==> src/rtl/snv_pkg.sv <==
package snv_pkg;

    typedef enum logic [1:0] {
        XF_IDLE   = 2'd0,
        XF_RECALL = 2'd1,
        XF_STORE  = 2'd2
    } xfer_e;

    typedef struct packed {
        logic cs_n;
        logic oe_n;
        logic we_n;
        logic nv_n;
    } strobes_t;

    localparam int CMD_RECALL = 0;
    localparam int CMD_STORE  = 1;
    localparam int N_CMD      = 2;

endpackage

==> src/rtl/snv_strobe_dec.sv <==
module snv_strobe_dec
    import snv_pkg::*;
(
    input  strobes_t               stb,
    input  logic                   supply_ok,
    input  logic                   busy,
    output logic                   allow,
    output logic                   rd_act,
    output logic                   wr_act,
    output logic [N_CMD-1:0]       cmd_lvl
);

    always_comb begin
        allow   = supply_ok & ~busy;
        // plain RAM access, shadow strobe inactive
        rd_act  = allow & ~stb.cs_n & ~stb.oe_n & stb.we_n & stb.nv_n;
        wr_act  = allow & ~stb.cs_n & ~stb.we_n & stb.nv_n;
        // raw transfer levels, qualified later by width filters
        cmd_lvl = '0;
        cmd_lvl[CMD_RECALL] = ~stb.cs_n & ~stb.oe_n &  stb.we_n & ~stb.nv_n;
        cmd_lvl[CMD_STORE]  = ~stb.cs_n &  stb.oe_n & ~stb.we_n & ~stb.nv_n;
    end

endmodule

==> src/rtl/snv_pulse_filter.sv <==
module snv_pulse_filter #(
    parameter int MIN_PULSE = 2
) (
    input  logic clk,
    input  logic rst_n,
    input  logic allow,
    input  logic level,
    output logic fire
);

    localparam int CW = $clog2(MIN_PULSE + 1);
    localparam logic [CW-1:0] LAST = CW'(MIN_PULSE - 1);

    typedef struct packed {
        logic [CW-1:0] cnt;
        logic          hold;   // wait for release before counting again
    } flt_t;

    flt_t q, d;

    always_comb begin
        d    = q;
        fire = 1'b0;
        if (!level) begin
            d.cnt  = '0;
            d.hold = 1'b0;
        end else if (!allow || q.hold) begin
            d.cnt  = '0;
            d.hold = 1'b1;
        end else if (q.cnt == LAST) begin
            fire   = 1'b1;
            d.cnt  = '0;
            d.hold = 1'b1;
        end else begin
            d.cnt = q.cnt + 1'b1;
        end
    end

    always_ff @(posedge clk or negedge rst_n) begin
        if (!rst_n) q <= '0;
        else        q <= d;
    end

endmodule

==> src/rtl/snv_xfer_seq.sv <==
module snv_xfer_seq
    import snv_pkg::*;
#(
    parameter int RECALL_CYCLES = 250,
    parameter int STORE_CYCLES  = 250000
) (
    input  logic clk,
    input  logic rst_n,
    input  logic supply_ok,
    input  logic recall_req,
    input  logic store_req,
    input  logic wr_act,
    output logic busy,
    output logic recall_done,
    output logic store_done
);

    localparam int MAXC  = (STORE_CYCLES > RECALL_CYCLES) ? STORE_CYCLES : RECALL_CYCLES;
    localparam int CNT_W = $clog2(MAXC + 1);
    localparam logic [CNT_W-1:0] R_LOAD = CNT_W'(RECALL_CYCLES - 1);
    localparam logic [CNT_W-1:0] S_LOAD = CNT_W'(STORE_CYCLES - 1);

    typedef struct packed {
        xfer_e            mode;
        logic [CNT_W-1:0] cnt;
        logic             sup;      // supply_ok seen at previous edge
        logic             written;  // RAM written since last store/power-up
    } seq_t;

    seq_t q, d;

    always_comb begin
        d           = q;
        recall_done = 1'b0;
        store_done  = 1'b0;
        d.sup       = supply_ok;
        if (wr_act) d.written = 1'b1;

        if (!supply_ok) begin
            // everything inhibited; a running transfer is abandoned
            d.mode = XF_IDLE;
            d.cnt  = '0;
        end else if (!q.sup) begin
            // power-up recall has top priority
            d.mode    = XF_RECALL;
            d.cnt     = R_LOAD;
            d.written = 1'b0;
        end else if (q.mode != XF_IDLE) begin
            if (q.cnt == '0) begin
                if (q.mode == XF_STORE) begin
                    store_done = 1'b1;
                    d.written  = 1'b0;
                end else begin
                    recall_done = 1'b1;
                end
                d.mode = XF_IDLE;
            end else begin
                d.cnt = q.cnt - 1'b1;
            end
        end else if (recall_req) begin
            d.mode = XF_RECALL;
            d.cnt  = R_LOAD;
        end else if (store_req && q.written) begin
            d.mode = XF_STORE;
            d.cnt  = S_LOAD;
        end
    end

    always_ff @(posedge clk or negedge rst_n) begin
        if (!rst_n) q <= '{mode: XF_IDLE, cnt: '0, sup: 1'b0, written: 1'b0};
        else        q <= d;
    end

    assign busy = (q.mode != XF_IDLE);

endmodule

==> src/rtl/snv_arrays.sv <==
module snv_arrays #(
    parameter int DATA_W = 8,
    parameter int ADDR_W = 4
) (
    input  logic              clk,
    input  logic              rst_n,
    input  logic              wr_en,
    input  logic [ADDR_W-1:0] addr,
    input  logic [DATA_W-1:0] wdata,
    input  logic              recall_done,
    input  logic              store_done,
    output logic [DATA_W-1:0] rdata
);

    localparam int DEPTH = 1 << ADDR_W;

    typedef logic [DEPTH-1:0][DATA_W-1:0] arr_t;

    typedef struct packed {
        arr_t ram;
        arr_t nv;
    } mem_t;

    mem_t q, d;

    always_comb begin
        d = q;
        if (recall_done)     d.ram = q.nv;
        else if (store_done) d.nv  = q.ram;
        if (wr_en)           d.ram[addr] = wdata;
    end

    always_ff @(posedge clk or negedge rst_n) begin
        if (!rst_n) q <= '0;
        else        q <= d;
    end

    assign rdata = q.ram[addr];

endmodule

==> src/rtl/snv_ctrl.sv <==
module snv_ctrl
    import snv_pkg::*;
#(
    parameter int DATA_W        = 8,
    parameter int ADDR_W        = 4,
    parameter int RECALL_CYCLES = 250,
    parameter int STORE_CYCLES  = 250000,
    parameter int MIN_PULSE     = 2
) (
    input  logic              clk,
    input  logic              rst_n,
    input  logic              supply_ok,
    input  logic              cs_n,
    input  logic              oe_n,
    input  logic              we_n,
    input  logic              nv_n,
    input  logic [ADDR_W-1:0] addr,
    input  logic [DATA_W-1:0] din,
    output logic [DATA_W-1:0] dout,
    output logic              dout_en,
    output logic              busy
);

    strobes_t          stb;
    logic              allow;
    logic              rd_act;
    logic              wr_act;
    logic [N_CMD-1:0]  cmd_lvl;
    logic [N_CMD-1:0]  cmd_fire;
    logic              recall_done;
    logic              store_done;
    logic [DATA_W-1:0] rdata;

    assign stb = '{cs_n: cs_n, oe_n: oe_n, we_n: we_n, nv_n: nv_n};

    snv_strobe_dec u_dec (
        .stb       (stb),
        .supply_ok (supply_ok),
        .busy      (busy),
        .allow     (allow),
        .rd_act    (rd_act),
        .wr_act    (wr_act),
        .cmd_lvl   (cmd_lvl)
    );

    for (genvar g = 0; g < N_CMD; g++) begin : g_flt
        snv_pulse_filter #(.MIN_PULSE(MIN_PULSE)) u_flt (
            .clk   (clk),
            .rst_n (rst_n),
            .allow (allow),
            .level (cmd_lvl[g]),
            .fire  (cmd_fire[g])
        );
    end

    snv_xfer_seq #(
        .RECALL_CYCLES (RECALL_CYCLES),
        .STORE_CYCLES  (STORE_CYCLES)
    ) u_seq (
        .clk         (clk),
        .rst_n       (rst_n),
        .supply_ok   (supply_ok),
        .recall_req  (cmd_fire[CMD_RECALL]),
        .store_req   (cmd_fire[CMD_STORE]),
        .wr_act      (wr_act),
        .busy        (busy),
        .recall_done (recall_done),
        .store_done  (store_done)
    );

    snv_arrays #(.DATA_W(DATA_W), .ADDR_W(ADDR_W)) u_arr (
        .clk         (clk),
        .rst_n       (rst_n),
        .wr_en       (wr_act),
        .addr        (addr),
        .wdata       (din),
        .recall_done (recall_done),
        .store_done  (store_done),
        .rdata       (rdata)
    );

    assign dout_en = rd_act;
    assign dout    = rd_act ? rdata : '0;

endmodule

==> config.mk <==
export PLATFORM = sky130hd
export DESIGN_NAME = snv_ctrl
export DESIGN_NICKNAME = d
export VERILOG_FILES = /design/src/rtl/snv_pkg.sv /design/src/rtl/snv_strobe_dec.sv /design/src/rtl/snv_pulse_filter.sv /design/src/rtl/snv_xfer_seq.sv /design/src/rtl/snv_arrays.sv /design/src/rtl/snv_ctrl.sv
export SDC_FILE = /design/constraint.sdc
export NUM_CORES = 1
export LEC_CHECK = 0
export BUFFER_PORTS_ARGS = -buffer_cell sky130_fd_sc_hd__buf_2
export CORE_MARGIN = 5
export CORE_UTILIZATION = 59
export CTS_BUF_LIST = sky130_fd_sc_hd__clkbuf_8
export CTS_CLUSTER_DIAMETER = 50
export DETAILED_ROUTE_END_ITERATION = 12
export GPL_TIMING_DRIVEN = 1
export PLACE_DENSITY_LB_ADDON = 0.05
export SLEW_MARGIN = 5
export SYNTH_ARGS = -nofsm -noshare
export SYNTH_HDL_FRONTEND = slang
export SYNTH_HIERARCHICAL = 1
export SYNTH_SLANG_ARGS = --single-unit
==> constraint.sdc <==
create_clock -name clk -period 3.2 [get_ports clk]
set_input_delay 0.32 -clock clk [delete_from_list [all_inputs] [get_ports clk]]
set_output_delay 0.32 -clock clk [all_outputs]
set_load 0.005 [all_outputs]
# After elaboration in Yosys (flattened, before gate mapping)
# Cells that the tools add are included.
# totals
regBits	284
input_bits	19
wordCells	127
# classes
add_sub_neg	3
n_lt_le_gt_ge	2
n_eq_ne	8
mux	45
n_bitwise	19
reduce_logical	10
# ops
cell	n
$mux W128	2
$bwmux W128	1
$mux W20	5
$bmux W8 S4	1
$demux W8 S4	1
$mux W1	24
$mux W8	3
$logic_not A18 Y1	1
$mux W18	1
$sub A18 B1 Y18 const B	1
$and A1 B1 Y1	13
$mux W3	4
$ne A4 B4 Y1 const B	2
$mux W2	3
$ne A3 B3 Y1 const B	2
$not A1 Y1	6
$reduce_and A2 Y1	3
$lt A4 B5 Y1 const B	1
$ne A5 B5 Y1 const B	1
$add A2 B1 Y2 const B	2
$eq A2 B1 Y1 const B	2
$ge A4 B1 Y1 const B	1
$eq A2 B2 Y1 const B	1
$logic_and A1 B1 Y1	2
other kinds (3)	4

# Depth between registers and ports, before layout
# logic_depth
depth_word	13
ltp_mapped	12
ltp_nobuf	10

# Cells and area by module
# The synthesis kept the hierarchy.
# modules_own_cells
module	n_inst	cells_per_inst	area_per_inst_um2	seq_area_each_um2
snv_arrays	1	781	12189.2	6406.1
snv_xfer_seq	1	147	1305.0	550.5
snv_pulse_filter	2	11	135.1	75.1
snv_ctrl	1	8	50.0	0.0
snv_strobe_dec	1	7	43.8	0.0

# Worst setup path before layout
# Ideal clock, no wire load.
# synth_path
path_kind	register to register
start	register u_seq/q[13] (netlist name)
end	register u_arr/q[153] (netlist name)
setup_ns	0.125
t_arrival_ns	2.995
required_ns	3.075
setup_slack_ns	0.080
stages_incl_launch_ff	9
path_cell_list	dfrtp_1 -> or4_4 -> nor4_4 -> nand3_1 -> nor3_1 -> clkbuf_1 -> clkbuf_1 -> mux2_2 -> mux2_2
# synth_lines
element	line_no	text
from (decl)	snv_xfer_seq.sv:30	seq_t q, d;
from (signal assigned)	snv_xfer_seq.sv:70	if (!rst_n) q <= '{mode: XF_IDLE, cnt: '0, sup: 1'b0, written: 1'b0};
to (signal assigned)	snv_arrays.sv:34	if (!rst_n) q <= '0;
to (signal assigned)	snv_arrays.sv:35	else q <= d;
to (decl)	snv_arrays.sv:24	mem_t q, d;

==> flow_summary.toml <==
[die]
core_area_mm2 = 0.02333
die_area_mm2 = 0.02665
die_w_um = 163.3
dieHeight_um = 163.3
rows = 56
ios = 29
start_util_pct = 59.40

[synth]
synth-seq-cells = 284
syn_area_mm2 = 0.01386
synth_cell_type_count = 55
async_reset_ff_share_pct = 100.0
syn-instance-count = 965
synth.avg_cell_area_um2 = 14.36
syn_nets = 985
synth-edff-count = 0
synth_ff_type = "dfrtp_1"
yosysWarnings = 6
yosysSeqAreaShare_pct = 51.28

[detailed_routing]
vias_per_cell = 6.056
drtIter0Drc = 595
wl_um = 30250
firstDrtPassIters = 5
drc_errors = 0
num_vias = 8248
drtAntennaViolNets = 0
wl_per_cell_um = 22.21

[cts]
path_clk_slew_ps = 60
cts.sinks = 284
cts_buffers = 47
tritoncts = "built"
cts-root-buf = "clkbuf_8"
clockBufferDepth = 3
clock_latency_ps = 560
htree_levels = 2

[min_path]
hold_path_class = "input port to flip-flop"

[global_route]
grt_overflow = 0
grt_max_degree = 96
grt_pass1_vias = 8979
grt_pass1_wl_um = 48900
antenna_found_initial = 1
grt.total_usage_pct = 23.34

[setup_path]
cp-end-kind = "flip-flop"
path_cells = "or4_4 -> nor4_4 -> nand3_1 -> nor3_4 -> buf_4 -> clkbuf_16 -> mux2_2 -> mux2_2"
cp_data_arrival_time_ps = 3450
setup.worst_path.class = "flip-flop to flip-flop"
cp.required_ps = 3630
crit_family = "simple AND/OR/NAND/NOR gates"
path_buf_inv = 2
slowest_stage = "or4_4"
worst_setup_path_start_kind = "flip-flop"
cp_common_cell = "mux2_2"
max_stage_delay_ps = 590
cp_max_fo = 37

[layout]
layout_commonest_cell = "mux2_2"
layout_common_cells = "mux2_2 (367), dfrtp_1 (284), clkbuf_8 (61), mux4_2 (31), buf_2 (27)"
antenna_cells = 0
nNetsFinal = 1034
syn2layout_area_growth_pct = 11.27
nFillCells = 1726
drive_gt1_share_pct = 53.88

[sta]
fin_worst_skew_ps = 25.31
relSlewSlack_pct = 42.51
setup_viol = 0
post-route-period-util_pct = 94.33
worstMarginPinSlew_ps = 860.6
holdWs_ps = 59.88
fmax_mhz = 331.3
final_hold_viol_count = 0
period_needed_ps = 3019
tns_ps = 0
maxSlewViolCount = 0
rsz0062_at_grt = "no"

[placement]
numPortBuffers = 28
dp.final_hpwl_um = 19650
gp_congestion = 0.8026

[pwr]
p_leak_uw = 0.007613
max-vdd-ir-drop_v = 0.0003923
powerDensity_mw_per_mm2 = 485.6

[run_status]
status = "finished clean"

[run]
maxCapViolations = 0
==> synthesized netlist by cell type, types with 2 or more instances <==
library cell    n  area [um2]
o21ai_0        16       80.08
a22oi_1        16       120.1
nand2_1        22       82.58
nor3b_1         2       15.01
mux2_4         16       240.2
buf_2          29       145.1
nor4b_1         2       17.52
nand2b_1       11       68.82
or4_1           5       37.54
dfrtp_1       284        7107
mux2i_1         2       20.02
buf_6           7       78.83
nor2_4          2       22.52
nand3_1         8       40.04
nor2_1         19       71.32
nand3b_4        2       40.04
or3_1           4       25.02
buf_4           2       15.01
a31oi_1         3       18.77
inv_1           9       33.78
nor2b_1         3       18.77
nor4_4          2       42.54
a21o_1          3       22.52
clkbuf_1       19       71.32
a21oi_1        16       80.08
nor4_1          3       18.77
o311ai_0        2       17.52
nor3_1          9       45.04
mux4_2         31       698.2
mux2_2        367        4133
o31ai_1         3       22.52
nand3b_1        4       30.03
nor3_2          2       20.02
and2_1         11       68.82
nor2_2          4       25.02
a311oi_1        3       26.28
nor3b_2         3       37.54
nand2_2         2       12.51
==> tightest hold or removal path, cell delays in order <==
cell     delay [ps]
buf_2           100
nor2_1           80
inv_1            60
a31oi_1          30
==> where the power goes <==
part           total [uW]  leakage [uW]  internal (uW)  switching, uW
clock network        3070      0.000517           1690           1370
registers            3820       0.00392           3720            101
logic                 604       0.00318            298            307
total                7490       0.00761           5710           1780
==> cell type report <==
type | count | area, um2 | share of cell area, %
inverters | 9 | 33.78 | 0.2191
clock inverters | 17 | 77.57 | 0.5031
clock buffers | 61 | 839.6 | 5.445
repair buffers | 58 | 539.3 | 3.497
flip-flops and latches | 284 | 7107 | 46.09
well taps | 319 | 399.1 | 2.588
multi-input cells | 614 | 6424 | 41.66
==> sequential cells by signal, summed over array words and instances (netlist names) <==
signal and count:
u_seq/q 22, g_flt.u_flt/q 6, u_arr/q 256
==> metal layers <==
layer,track usage (%),vias up,wire length (um)
met3,4.340,46,1242
met1,30.67,4345,13010
li1,-,3669,-
met2,40.45,186,15490
met5,0,-,20
met4,5.795,2,490
==> worst paths after layout <==
| check | start | endpoint | slack [ps] | cells past startpoint |
|---|---|---|---|---|
| max | u_seq/q[13] | u_arr/q[152] | 180 | 8 |
| max reg2reg | u_seq/q[13] | u_arr/q[152] | 180 | 8 |
| min in group asynchronous | rst_n | u_arr/q[91] | 370 | 2 |
| max in group asynchronous | rst_n | u_arr/q[123] | 1860 | 3 |
| min | nv_n | g_flt[0].u_flt/q[0] | 60 | 4 |
| min reg2reg | g_flt[1].u_flt/q[1] | g_flt[1].u_flt/q[2] | 470 | 1 |
==> logic make-up after synthesis <==
| kind of cell | Yosys count | synth area share, % |
|---|---|---|
| AO/OA/AOI/OAI | 69 | 3.323 |
| buffers and inverters | 67 | 2.510 |
| AND/OR/NAND/NOR | 126 | 5.787 |
| multiplexers | 418 | 37.01 |
| flip-flops | 284 | 51.28 |
| adder cells (fa/ha/maj) | 1 | 0.09027 |
==> timing repair <==
item / CTS / global route
hold endpoints to repair: 92 / 0
hold buffers: 2 / 0
gates resized for setup: 0 / 3
endpoints found under the setup margin: 0 / 238
buffers inserted: 0 / 3
==> metrics by stage <==
stage | instances | total power, uW | util (%) | setup slack (ps) | instance area [um2]
detailed placement | 1278 | 4485 | 61.77 | 157.9 | 14410
CTS | 1358 | 7591 | 65.78 | 93.48 | 15350
finish | 1362 | 7489 | 66.09 | 181.5 | 15420
global placement | 1278 | 4442 | 61.77 | 241.8 | 14410
global route | 1362 | 7834 | 66.09 | 18.74 | 15420
floorplan | 965 | 4250 | - | 79.75 | 13860
No activity file was read; power rests on OpenSTA's default activity.
